### src/rtl/haar_pkg.sv
package haar_pkg;

    localparam int DEF_SAMPLE_W    = 7;
    localparam int DEF_NUM_SAMPLES = 8;
    localparam int DEF_FRAC_W      = 8;
    localparam int DEF_GAIN_W      = 16;
    localparam logic [DEF_GAIN_W-1:0] DEF_GAIN = 16'h016A;

    typedef enum logic {
        PASS_IDLE = 1'b0,
        PASS_RUN  = 1'b1
    } pass_state_t;

    function automatic int default_sample(input int pos);
        case (pos % 8)
            0: return 4;
            1: return 6;
            2: return 10;
            3: return 12;
            4: return 8;
            5: return 6;
            6: return 5;
            default: return 6;
        endcase
    endfunction

endpackage

### src/rtl/haar_sample_store.sv
module haar_sample_store #(
    parameter int NUM_SAMPLES = haar_pkg::DEF_NUM_SAMPLES,
    parameter int SAMPLE_W    = haar_pkg::DEF_SAMPLE_W,
    localparam int ADDR_W     = $clog2(NUM_SAMPLES),
    localparam int PAIR_W     = ADDR_W - 1
) (
    input  logic [PAIR_W-1:0]   pair_idx,
    output logic [SAMPLE_W-1:0] first_smp,
    output logic [SAMPLE_W-1:0] second_smp
);
    logic [SAMPLE_W-1:0] table_q [NUM_SAMPLES];

    for (genvar g = 0; g < NUM_SAMPLES; g++) begin : g_fill
        assign table_q[g] = SAMPLE_W'(haar_pkg::default_sample(g));
    end

    assign first_smp  = table_q[{pair_idx, 1'b0}];
    assign second_smp = table_q[{pair_idx, 1'b1}];
endmodule

### src/rtl/haar_butterfly.sv
module haar_butterfly #(
    parameter int SAMPLE_W = haar_pkg::DEF_SAMPLE_W,
    parameter int FRAC_W   = haar_pkg::DEF_FRAC_W,
    localparam int INT_W   = SAMPLE_W + 2,
    localparam int COEF_W  = INT_W + FRAC_W
) (
    input  logic [SAMPLE_W-1:0]      smp_a,
    input  logic [SAMPLE_W-1:0]      smp_b,
    output logic signed [COEF_W-1:0] half_sum,
    output logic signed [COEF_W-1:0] half_diff
);
    logic [SAMPLE_W:0]        pair_sum;
    logic signed [SAMPLE_W:0] pair_diff;
    logic signed [INT_W-1:0]  sum_int;
    logic signed [INT_W-1:0]  diff_int;

    always_comb begin
        pair_sum  = {1'b0, smp_a} + {1'b0, smp_b};
        pair_diff = $signed({1'b0, smp_a}) - $signed({1'b0, smp_b});
        sum_int   = $signed({1'b0, pair_sum});
        diff_int  = {pair_diff[SAMPLE_W], pair_diff};
        // place integer above the fraction field, then halve arithmetically
        half_sum  = $signed({sum_int,  {FRAC_W{1'b0}}}) >>> 1;
        half_diff = $signed({diff_int, {FRAC_W{1'b0}}}) >>> 1;
    end
endmodule

### src/rtl/haar_gain.sv
module haar_gain #(
    parameter int COEF_W = haar_pkg::DEF_SAMPLE_W + 2 + haar_pkg::DEF_FRAC_W,
    parameter int FRAC_W = haar_pkg::DEF_FRAC_W,
    parameter int GAIN_W = haar_pkg::DEF_GAIN_W,
    parameter logic [GAIN_W-1:0] GAIN = haar_pkg::DEF_GAIN,
    localparam int PROD_W = COEF_W + GAIN_W + 1
) (
    input  logic signed [COEF_W-1:0] coef_in,
    output logic signed [COEF_W-1:0] coef_out
);
    localparam logic signed [PROD_W-1:0] HALF_LSB = PROD_W'(2 ** (FRAC_W - 1));
    localparam logic signed [PROD_W-1:0] GAIN_EXT = $signed(PROD_W'(GAIN));

    logic signed [PROD_W-1:0] coef_ext;
    logic signed [PROD_W-1:0] product;

    always_comb begin
        coef_ext = PROD_W'(coef_in);
        product  = coef_ext * GAIN_EXT;
        coef_out = COEF_W'((product + HALF_LSB) >>> FRAC_W);
    end
endmodule

### src/rtl/haar_pair_seq.sv
module haar_pair_seq #(
    parameter int NUM_PAIRS = haar_pkg::DEF_NUM_SAMPLES / 2,
    localparam int IDX_W    = $clog2(NUM_PAIRS)
) (
    input  logic             clk,
    input  logic             rst,
    input  logic             start_i,
    input  logic             accept_i,
    output logic             load_o,
    output logic [IDX_W-1:0] load_idx_o,
    output logic             finish_o
);
    import haar_pkg::*;

    localparam logic [IDX_W-1:0] LAST_IDX = IDX_W'(NUM_PAIRS - 1);

    pass_state_t      st_q;
    logic [IDX_W-1:0] idx_q;
    logic             at_last;

    always_comb begin
        at_last    = (idx_q == LAST_IDX);
        finish_o   = (st_q == PASS_RUN) && accept_i && at_last;
        load_o     = ((st_q == PASS_IDLE) && start_i) ||
                     ((st_q == PASS_RUN) && accept_i && !at_last);
        load_idx_o = (st_q == PASS_IDLE) ? '0 : IDX_W'(idx_q + 1'b1);
    end

    always_ff @(posedge clk) begin
        if (rst) begin
            st_q  <= PASS_IDLE;
            idx_q <= '0;
        end else if (st_q == PASS_IDLE) begin
            if (start_i) begin
                st_q  <= PASS_RUN;
                idx_q <= '0;
            end
        end else if (accept_i) begin
            if (at_last) begin
                st_q <= PASS_IDLE;
            end else begin
                idx_q <= IDX_W'(idx_q + 1'b1);
            end
        end
    end


    property idx_hold_p;
        @(posedge clk) disable iff (rst)
        (st_q == PASS_RUN && !accept_i) |=> (st_q == PASS_RUN && idx_q == $past(idx_q));
    endproperty
    idx_hold_chk: assert property (idx_hold_p);


    property accept_in_run_p;
        @(posedge clk) disable iff (rst)
        accept_i |-> (st_q == PASS_RUN);
    endproperty
    accept_in_run_chk: assert property (accept_in_run_p);


    property restart_first_p;
        @(posedge clk) disable iff (rst)
        (st_q == PASS_IDLE && start_i) |=> (st_q == PASS_RUN && idx_q == '0);
    endproperty
    restart_first_chk: assert property (restart_first_p);
endmodule

### src/rtl/haar_dwt_core.sv
module haar_dwt_core #(
    parameter int NUM_SAMPLES = haar_pkg::DEF_NUM_SAMPLES,
    parameter int SAMPLE_W    = haar_pkg::DEF_SAMPLE_W,
    parameter int FRAC_W      = haar_pkg::DEF_FRAC_W,
    parameter int GAIN_W      = haar_pkg::DEF_GAIN_W,
    parameter logic [GAIN_W-1:0] GAIN = haar_pkg::DEF_GAIN,
    localparam int NUM_PAIRS  = NUM_SAMPLES / 2,
    localparam int IDX_W      = $clog2(NUM_PAIRS),
    localparam int COEF_W     = SAMPLE_W + 2 + FRAC_W,
    localparam int BEAT_W     = 2 * COEF_W
) (
    input  logic              clk,
    input  logic              rst,
    input  logic              start,
    input  logic              out_ready,
    output logic              out_valid,
    output logic [BEAT_W-1:0] out_beat,
    output logic              done
);
    logic                     accept;
    logic                     load;
    logic                     finish;
    logic [IDX_W-1:0]         load_idx;
    logic [SAMPLE_W-1:0]      smp_a;
    logic [SAMPLE_W-1:0]      smp_b;
    logic signed [COEF_W-1:0] half_c [2];
    logic signed [COEF_W-1:0] gain_c [2];
    logic                     valid_q;
    logic [BEAT_W-1:0]        beat_q;
    logic                     done_q;

    assign accept = valid_q && out_ready;

    haar_pair_seq #(.NUM_PAIRS(NUM_PAIRS)) u_seq (
        .clk       (clk),
        .rst       (rst),
        .start_i   (start),
        .accept_i  (accept),
        .load_o    (load),
        .load_idx_o(load_idx),
        .finish_o  (finish)
    );

    haar_sample_store #(.NUM_SAMPLES(NUM_SAMPLES), .SAMPLE_W(SAMPLE_W)) u_store (
        .pair_idx  (load_idx),
        .first_smp (smp_a),
        .second_smp(smp_b)
    );

    haar_butterfly #(.SAMPLE_W(SAMPLE_W), .FRAC_W(FRAC_W)) u_bfly (
        .smp_a    (smp_a),
        .smp_b    (smp_b),
        .half_sum (half_c[0]),
        .half_diff(half_c[1])
    );

    for (genvar k = 0; k < 2; k++) begin : g_gain
        haar_gain #(
            .COEF_W(COEF_W), .FRAC_W(FRAC_W), .GAIN_W(GAIN_W), .GAIN(GAIN)
        ) u_gain (
            .coef_in (half_c[k]),
            .coef_out(gain_c[k])
        );
    end

    always_ff @(posedge clk) begin
        if (rst) begin
            valid_q <= 1'b0;
            beat_q  <= '0;
            done_q  <= 1'b0;
        end else begin
            done_q <= finish;
            if (load) begin
                valid_q <= 1'b1;
                beat_q  <= {gain_c[0], gain_c[1]};
            end else if (finish) begin
                valid_q <= 1'b0;
            end
        end
    end

    assign out_valid = valid_q;
    assign out_beat  = beat_q;
    assign done      = done_q;


    property stall_hold_p;
        @(posedge clk) disable iff (rst)
        (out_valid && !out_ready) |=> (out_valid && $stable(out_beat));
    endproperty
    stall_hold_chk: assert property (stall_hold_p);


    property done_single_p;
        @(posedge clk) disable iff (rst)
        done |=> !done;
    endproperty
    done_single_chk: assert property (done_single_p);


    property done_after_accept_p;
        @(posedge clk) disable iff (rst)
        done |-> ($past(out_valid && out_ready) && !out_valid);
    endproperty
    done_after_accept_chk: assert property (done_after_accept_p);


    property start_offers_p;
        @(posedge clk) disable iff (rst)
        (!out_valid && !done && start) |=> out_valid;
    endproperty
    start_offers_chk: assert property (start_offers_p);
endmodule

### config.mk
export PLATFORM = sky130hd
export DESIGN_NAME = haar_dwt_core
export DESIGN_NICKNAME = d
export VERILOG_FILES = /design/src/rtl/haar_pkg.sv /design/src/rtl/haar_sample_store.sv /design/src/rtl/haar_butterfly.sv /design/src/rtl/haar_gain.sv /design/src/rtl/haar_pair_seq.sv /design/src/rtl/haar_dwt_core.sv
export SDC_FILE = /design/constraint.sdc
export NUM_CORES = 1
export LEC_CHECK = 0
export BUFFER_PORTS_ARGS = -buffer_cell sky130_fd_sc_hd__buf_4
export CORE_ASPECT_RATIO = 0.6
export CORE_MARGIN = 8
export CORE_UTILIZATION = 45
export CTS_BUF_LIST = sky130_fd_sc_hd__clkbuf_8
export DETAILED_ROUTE_END_ITERATION = 7
export GPL_TIMING_DRIVEN = 0
export HOLD_SLACK_MARGIN = 0.06
export PLACE_DENSITY = 0.68
export SYNTH_ARGS = -nofsm -noshare
export SYNTH_HDL_FRONTEND = slang
export SYNTH_SLANG_ARGS = --single-unit
### constraint.sdc
create_clock -name clk -period 3.1 [get_ports clk]
set_input_delay 0.93 -clock clk [delete_from_list [all_inputs] [get_ports clk]]
set_output_delay 0.93 -clock clk [all_outputs]
set_load 0.005 [all_outputs]
# Word level (Yosys, flattened, before mapping)

Memories as Yosys holds them, arrays and structs flattened.
Cells that the tools add are included.

Add/subtract/negate cells: 5
Multipliers: 2
Magnitude comparators: 2
Equality and inequality tests: 3
Muxes and demuxes: 15
Bitwise gates (word level): 3
Reduce and logical (&&, ||, !) cells: 10

Operators with widths:

| cell                                                                | number |
|---|---|
| 25-bit by 9-bit adder with 25-bit output, second input constant     | 2 |
| 7-bit two-way mux                                                   | 4 |
| 8-bit by 9-bit multiplier with 17-bit output, second input constant | 1 |
| 8-bit by 8-bit multiplier with 16-bit output, second input constant | 1 |
| 2-bit two-way mux                                                   | 5 |
| 7-bit by 7-bit adder with 8-bit output                              | 1 |
| 4-bit >= comparator, second input constant                          | 2 |
| 3-bit NOT with 4-bit output                                         | 2 |
| 7-bit by 7-bit subtractor with 8-bit output                         | 1 |
| 1-bit two-way mux                                                   | 6 |
| 1-bit logical AND                                                   | 5 |
| 2-bit nonzero test                                                  | 2 |
| 3-bit AND reduction                                                 | 1 |
| 2-bit by 1-bit adder with 2-bit output, second input constant       | 1 |
| 2-bit == test, second input constant                                | 1 |
| 2-bit by 1-bit != test with 1-bit output, second input constant     | 1 |
| 2-bit != test, second input constant                                | 1 |
| 1-bit zero test                                                     | 1 |
| 1-bit logical OR                                                    | 1 |
| 1-bit NOT                                                           | 1 |

Register bits after elaboration: 39
Bits in read-only memories: 112
Bits of input ports: 4
Output and inout bits: 36
Word-level logic and storage cells: 47
Memories: 2

Memory list:

| memory           | words | bits a word | rd ports | clocked after memory_dff | wr ports | line                    | text |
|---|---|---|---|---|---|---|---|
| (name not given) | 8     | 7           | 1        | 0                        | 0        | haar_sample_store.sv:17 | `assign first_smp = table_q[{pair_idx, 1'b0}];` |
| (name not given) | 8     | 7           | 1        | 0                        | 0        | haar_sample_store.sv:18 | `assign second_smp = table_q[{pair_idx, 1'b1}];` |

# Logic depth before layout (Yosys ltp)

Depth in word-level cells: 9
Depth in mapped cells: 12
Gate-level depth less buffers: 11

# Cells and area by module

From an unflattened synthesis, not the netlist that was laid out.

Cell total of the unflattened synthesis: 1071
Area total of the unflattened synthesis: 9300.2 µm²

Modules (own cells, without submodules):

| module                        | instances | cells each | area an instance (µm²) | sequential area each (µm²) |
|---|---|---|---|---|
| haar_gain at g_gain[0].u_gain | 1         | 421        | 3502.1                 | 0.0 |
| haar_gain at g_gain[1].u_gain | 1         | 404        | 3473.3                 | 0.0 |
| haar_dwt_core                 | 1         | 117        | 1307.5                 | 720.7 |
| haar_butterfly                | 1         | 94         | 710.7                  | 0.0 |
| haar_pair_seq                 | 1         | 18         | 182.7                  | 60.1 |
| haar_sample_store             | 1         | 17         | 123.9                  | 0.0 |

# Least setup slack after synthesis

No wires, ideal clock.

Kind: register to register
Start point: register u_seq.idx_q[0]
End point: register beat_q[29], in the netlist out_beat[29]
Setup time: 120 ps
Arrival time: 2508 ps
Required time: 2980 ps
Slack: 472 ps
Cell stages (with the launch flop): 12
Path buffers: 1
Clock period less this slack: 2628 ps
Path through: dfxtp_1 > ha_1 > buf_2 > nor3b_4 > inv_1 > ha_1 > inv_1 > ha_1 > or4_1 > o21ai_2 > a2111o_1 > nand3_1

Cells in the longest elaborated chain, start to end: 9
Elaborated cells on any way between the ends: 17
Those cells by class: 3 x add/sub; 1 x mul; 1 x eq/ne; 5 x mux; 2 x bitwise; 3 x reduce/logical; 2 x memory

Ends and longest elaborated chain:

| item                                               | line                                             | text |
|---|---|---|
| start, declared                                    | haar_pair_seq.sv:18                              | `logic [IDX_W-1:0] idx_q;` |
| start signal, assigned                             | haar_pair_seq.sv:42                              | `idx_q <= IDX_W'(idx_q + 1'b1);` |
| 2-bit by 1-bit adder with 2-bit output *           | haar_pair_seq.sv:26                              | `load_idx_o = (st_q == PASS_IDLE) ? '0 : IDX_W'(idx_q + 1'b1);` |
| 2-bit two-way mux *                                | haar_pair_seq.sv:26                              |  |
| 3-bit NOT with 4-bit output (on tied branches)     | haar_sample_store.sv:17, haar_sample_store.sv:18 |  |
| memory 8 x 7 bit (on tied branches)                | --                                               |  |
| 7-bit two-way mux (on tied branches) (2 in series) | haar_sample_store.sv:17, haar_sample_store.sv:18 |  |
| 7-bit by 7-bit adder with 8-bit output *           | haar_butterfly.sv:18                             | `pair_sum = {1'b0, smp_a} + {1'b0, smp_b};` |
| net g_gain[0].u_gain.coef_in[8]                    | haar_gain.sv:8                                   | `input logic signed [COEF_W-1:0] coef_in,` |
| 8-bit by 8-bit multiplier with 16-bit output *     | haar_gain.sv:19                                  | `product = coef_ext * GAIN_EXT;` |
| 25-bit by 9-bit adder with 25-bit output *         | haar_gain.sv:20                                  | `coef_out = COEF_W'((product + HALF_LSB) >>> FRAC_W);` |
| end signal, assigned                               | haar_dwt_core.sv:75                              | `beat_q <= {gain_c[0], gain_c[1]};` |
| end, declared                                      | haar_dwt_core.sv:29                              | `logic [BEAT_W-1:0] beat_q;` |

Mark *: on every way through the listed nets, which the timed path passes. The rest lies on a longest branch. The select of a mux whose other input is x is not followed.
A chain may end at the register's enable or synchronous reset.

# Final worst setup path

Same ends and word-level chain as after synthesis.

==> results.yml <==
drt:
  drt_pass1_iterations: 4
  wire_per_inst_um: 13.5
  detailroute.via_count: 1222
  drt-total-wl_mm: 3.39
  dr_wl_met2_mm: 1.57
  post-route-drc-count: 0
  wl_met1_mm: 1.51
  drtAntennaViolNets: 0
  detailroute.wirelength.met3_um: 271
  top_layer: "met4"
  drt-vias-per-instance: 4.85
  drt_first_iter_violations: 97
timing:
  final.period_utilization_pct: 91.0
  timing.clock.skew_ps: 2.45
  finalHoldViolations: 0
  final_period_minus_worst_setup_slack_ps: 2820
  worstMarginPinSlew_ps: 535
  max-slew-margin-rel_pct: 64.3
  max_freq_ghz: 0.355
  setup_viol: 0
  fin_ws_ps: 280
  count_of_pins_over_their_slew_limit: 0
  fin_worst_hold_slack_ps: 453
  fin_setup_tns_ps: 0
  rsz_0062_raised_after_global_routing: "false"
synth:
  synth.yosys.seq_area_share_pct: 33.3
  postSynth.asyncResetShare_pct: 0
  yosys_warnings: 0
  dominantRegCellSynth: "sky130_fd_sc_hd__dfxtp_1"
  synth.cell_area_um2: 1380
  syn_area_per_cell_um2: 8.32
  post_synthesis_cells: 166
  distinct_cells_synth: 36
  synth-edff-count: 0
  ys_seq_elements: 23
setup_path:
  critical_path_class: "flop to flop"
  cp_max_fo: 9
  arrival_ps: 2980
  required_time_worst_endpoint_ps: 3260
  crit_path_start_kind: "flop"
  critPathCaptureType: "flop"
cells_and_area:
  drive_above_1_share_pct: 31.0
  area_growth_syn_to_layout_pct: 27.8
  finalNetCount: 230
  finish.instance_area_um2: 1770
  area.sequential_um2: 462
  multiInputGateArea_um2: 743
  fillerInstances: 274
  antenna-diode-count: 0
clock_network:
  cts-root-buf: "sky130_fd_sc_hd__clkbuf_8"
  cts_h_tree_depth: 1
  cts_made_buffers: 3
  cts_hold_buffers: 0
  max-clock-path-buffers: 2
  worst_setup_hold_path_clk_slew_ps: 90
  cts_tree: "built"
  tritoncts_num_sinks: 23
  clock_latency_ps: 270
flow_run:
  maxCapViolCount: 0
pwr:
  proportion_of_power_drawn_by_flip_flops_and_latches_pct: 46.9
  power.clock.fraction_pct: 27.8
  ir_drop_mv: 0.191
  cellLeakagePower_nw: 0.870
  p_comb_share_pct: 25.3
  power_switching_share_pct: 29.2
  net_switching_power_of_the_design_mw: 0.204
  power.density_cell_area_nw_per_um2: 397
  cellInternalPower_mw: 0.497
hold_path:
  worstHoldPathType: "flop to flop"
placed_design:
  placed_area_um2: 1720
  gpl_congestion: 0.864
  post-place-ws_ps: 168
  number_of_buffers_inserted_by_port_buffering: 35
  dpl.hpwl_mm: 2.65
global_routing:
  grt.total_usage_pct: 13.8
  grt_max_degree: 15
  via_count_of_the_first_global_routing_pass: 1206
  initial_antenna_violation_count: 0
  grt-ovfl-total: 0
  grt_first_pass_wirelength_mm: 5.60
floorplanning:
  boundaryPins: 40
  chipHeight_um: 58.9
  initial_core_util_pct: 47.8
  coreArea_um2: 2890
  fp.dieArea_um2: 5160
  die_wd_um: 87.5
  rows: 15
status:
  status: "finished clean"
==> flip-flops by register name (all words and copies together), names as in the netlist <==
signal       cells
u_seq.st_q       1
out_valid        1
out_beat        18
done             1
u_seq.idx_q      2
==> metal layers <==
metal  GRT usage (%)  vias to the layer above
li1                -                      632
met1            16.3                      548
met2            23.4                       36
met3            4.85                        6
met4            3.64                        0
met5               0                        -
==> per-stage QoR <==
| step | util, % | power (mW) | std cells |
|---|---|---|---|
| 6_report | 61.1 | 0.701 | 252 |
| 5_1_grt | 61.1 | 0.740 | 252 |
| 3_3_place_gp | 59.4 | 0.509 | 248 |
| 2_1_floorplan | - | 0.441 | 171 |
| 3_5_place_dp | 59.4 | 0.514 | 248 |
| 4_1_cts | 61.0 | 0.709 | 252 |
==> power by group through the flow <==
stage	logic [mW]	registers (mW)	clock network, mW
global placement	0.174	0.334	0
finish	0.177	0.329	0.195
floorplan	0.106	0.335	0
global route	0.197	0.332	0.211
detailed placement	0.178	0.336	0
CTS	0.179	0.329	0.201
==> area by class of cell <==
class                           instances  share of cell area (%)
Tap cell                               42                    2.98
Timing Repair Buffer                   35                    14.9
Inverter                                9                    1.91
Clock buffer                            3                    2.34
Sequential cell                        23                    26.2
Multi-Input combinational cell        114                    42.1
Clock inverter                          1                   0.425
Buffer                                 25                    9.21
==> repair_timing <==
item | 4_1_cts | 5_1_grt
setup endpoints to repair | 0 | 1
buffers inserted | 0 | 0
gates resized for setup | 0 | 1
==> Yosys cell counts (2+ instances only) <==
cell | n | area [µm²]
sky130_fd_sc_hd__clkbuf_1 | 4 | 15.0
sky130_fd_sc_hd__inv_1 | 9 | 33.8
sky130_fd_sc_hd__buf_4 | 17 | 128
sky130_fd_sc_hd__dfxtp_1 | 23 | 460
sky130_fd_sc_hd__ha_1 | 15 | 188
sky130_fd_sc_hd__a22oi_1 | 3 | 22.5
sky130_fd_sc_hd__nor2_1 | 15 | 56.3
sky130_fd_sc_hd__nand4_1 | 2 | 12.5
sky130_fd_sc_hd__a21o_1 | 2 | 15.0
sky130_fd_sc_hd__nand2_1 | 26 | 97.6
sky130_fd_sc_hd__xnor2_1 | 2 | 17.5
sky130_fd_sc_hd__buf_2 | 4 | 20.0
sky130_fd_sc_hd__a211oi_1 | 6 | 45.0
sky130_fd_sc_hd__nand3_1 | 2 | 10.0
sky130_fd_sc_hd__nand3b_1 | 4 | 30.0
sky130_fd_sc_hd__a21oi_1 | 12 | 60.1
==> worst paths after layout <==
kind / endpoint / startpoint / slack [ps] / cells past startpoint
max: out_beat[29] / u_seq.idx_q[0] / 280 / 11
min: out_beat[4] / out_beat[4] / 450 / 2
max reg2reg: out_beat[29] / u_seq.idx_q[0] / 280 / 11
min reg2reg: out_beat[4] / out_beat[4] / 450 / 2
==> worst max-delay path: stages (launching register included) <==
cell and delay [ps]:
sky130_fd_sc_hd__dfxtp_2 430, sky130_fd_sc_hd__ha_1 250, sky130_fd_sc_hd__buf_2 190, sky130_fd_sc_hd__nor3b_4 290, sky130_fd_sc_hd__inv_1 110, sky130_fd_sc_hd__ha_1 310
sky130_fd_sc_hd__inv_1 50, sky130_fd_sc_hd__ha_1 290, sky130_fd_sc_hd__or4_1 410, sky130_fd_sc_hd__o21ai_2 150, sky130_fd_sc_hd__a2111o_1 160, sky130_fd_sc_hd__nand3_1 60
==> cells in the final DEF, fill, tap and decap left out, drive strengths merged, types with 2 or more instances in the layout <==
cell type	Yosys	final
nor2	15	15
clkbuf	4	7
nand4	2	2
xnor2	2	2
buf	21	56
a21o	2	2
dfxtp	23	23
o21ai	2	2
conb	1	6
nand3b	4	4
ha	15	15
nand2	26	26
nor3b	2	2
a21oi	13	13
inv	9	9
a211oi	6	6
nand3	2	2
a22oi	3	3
==> cells by family (layout without fill, tap and decap cells) <==
kind of cell	Yosys count	after routing	share of synthesized area, %
AOI/OAI and AO/OA	32	32	15.9
xor gates and xnor gates	3	3	1.90
adders and majority gates	15	15	13.6
buffers and inverters	34	73	14.2
DFF	23	23	33.3
other	1	6	0.271
and+or+nand+nor	58	58	20.7
Power figures use the tool's default switching activity.
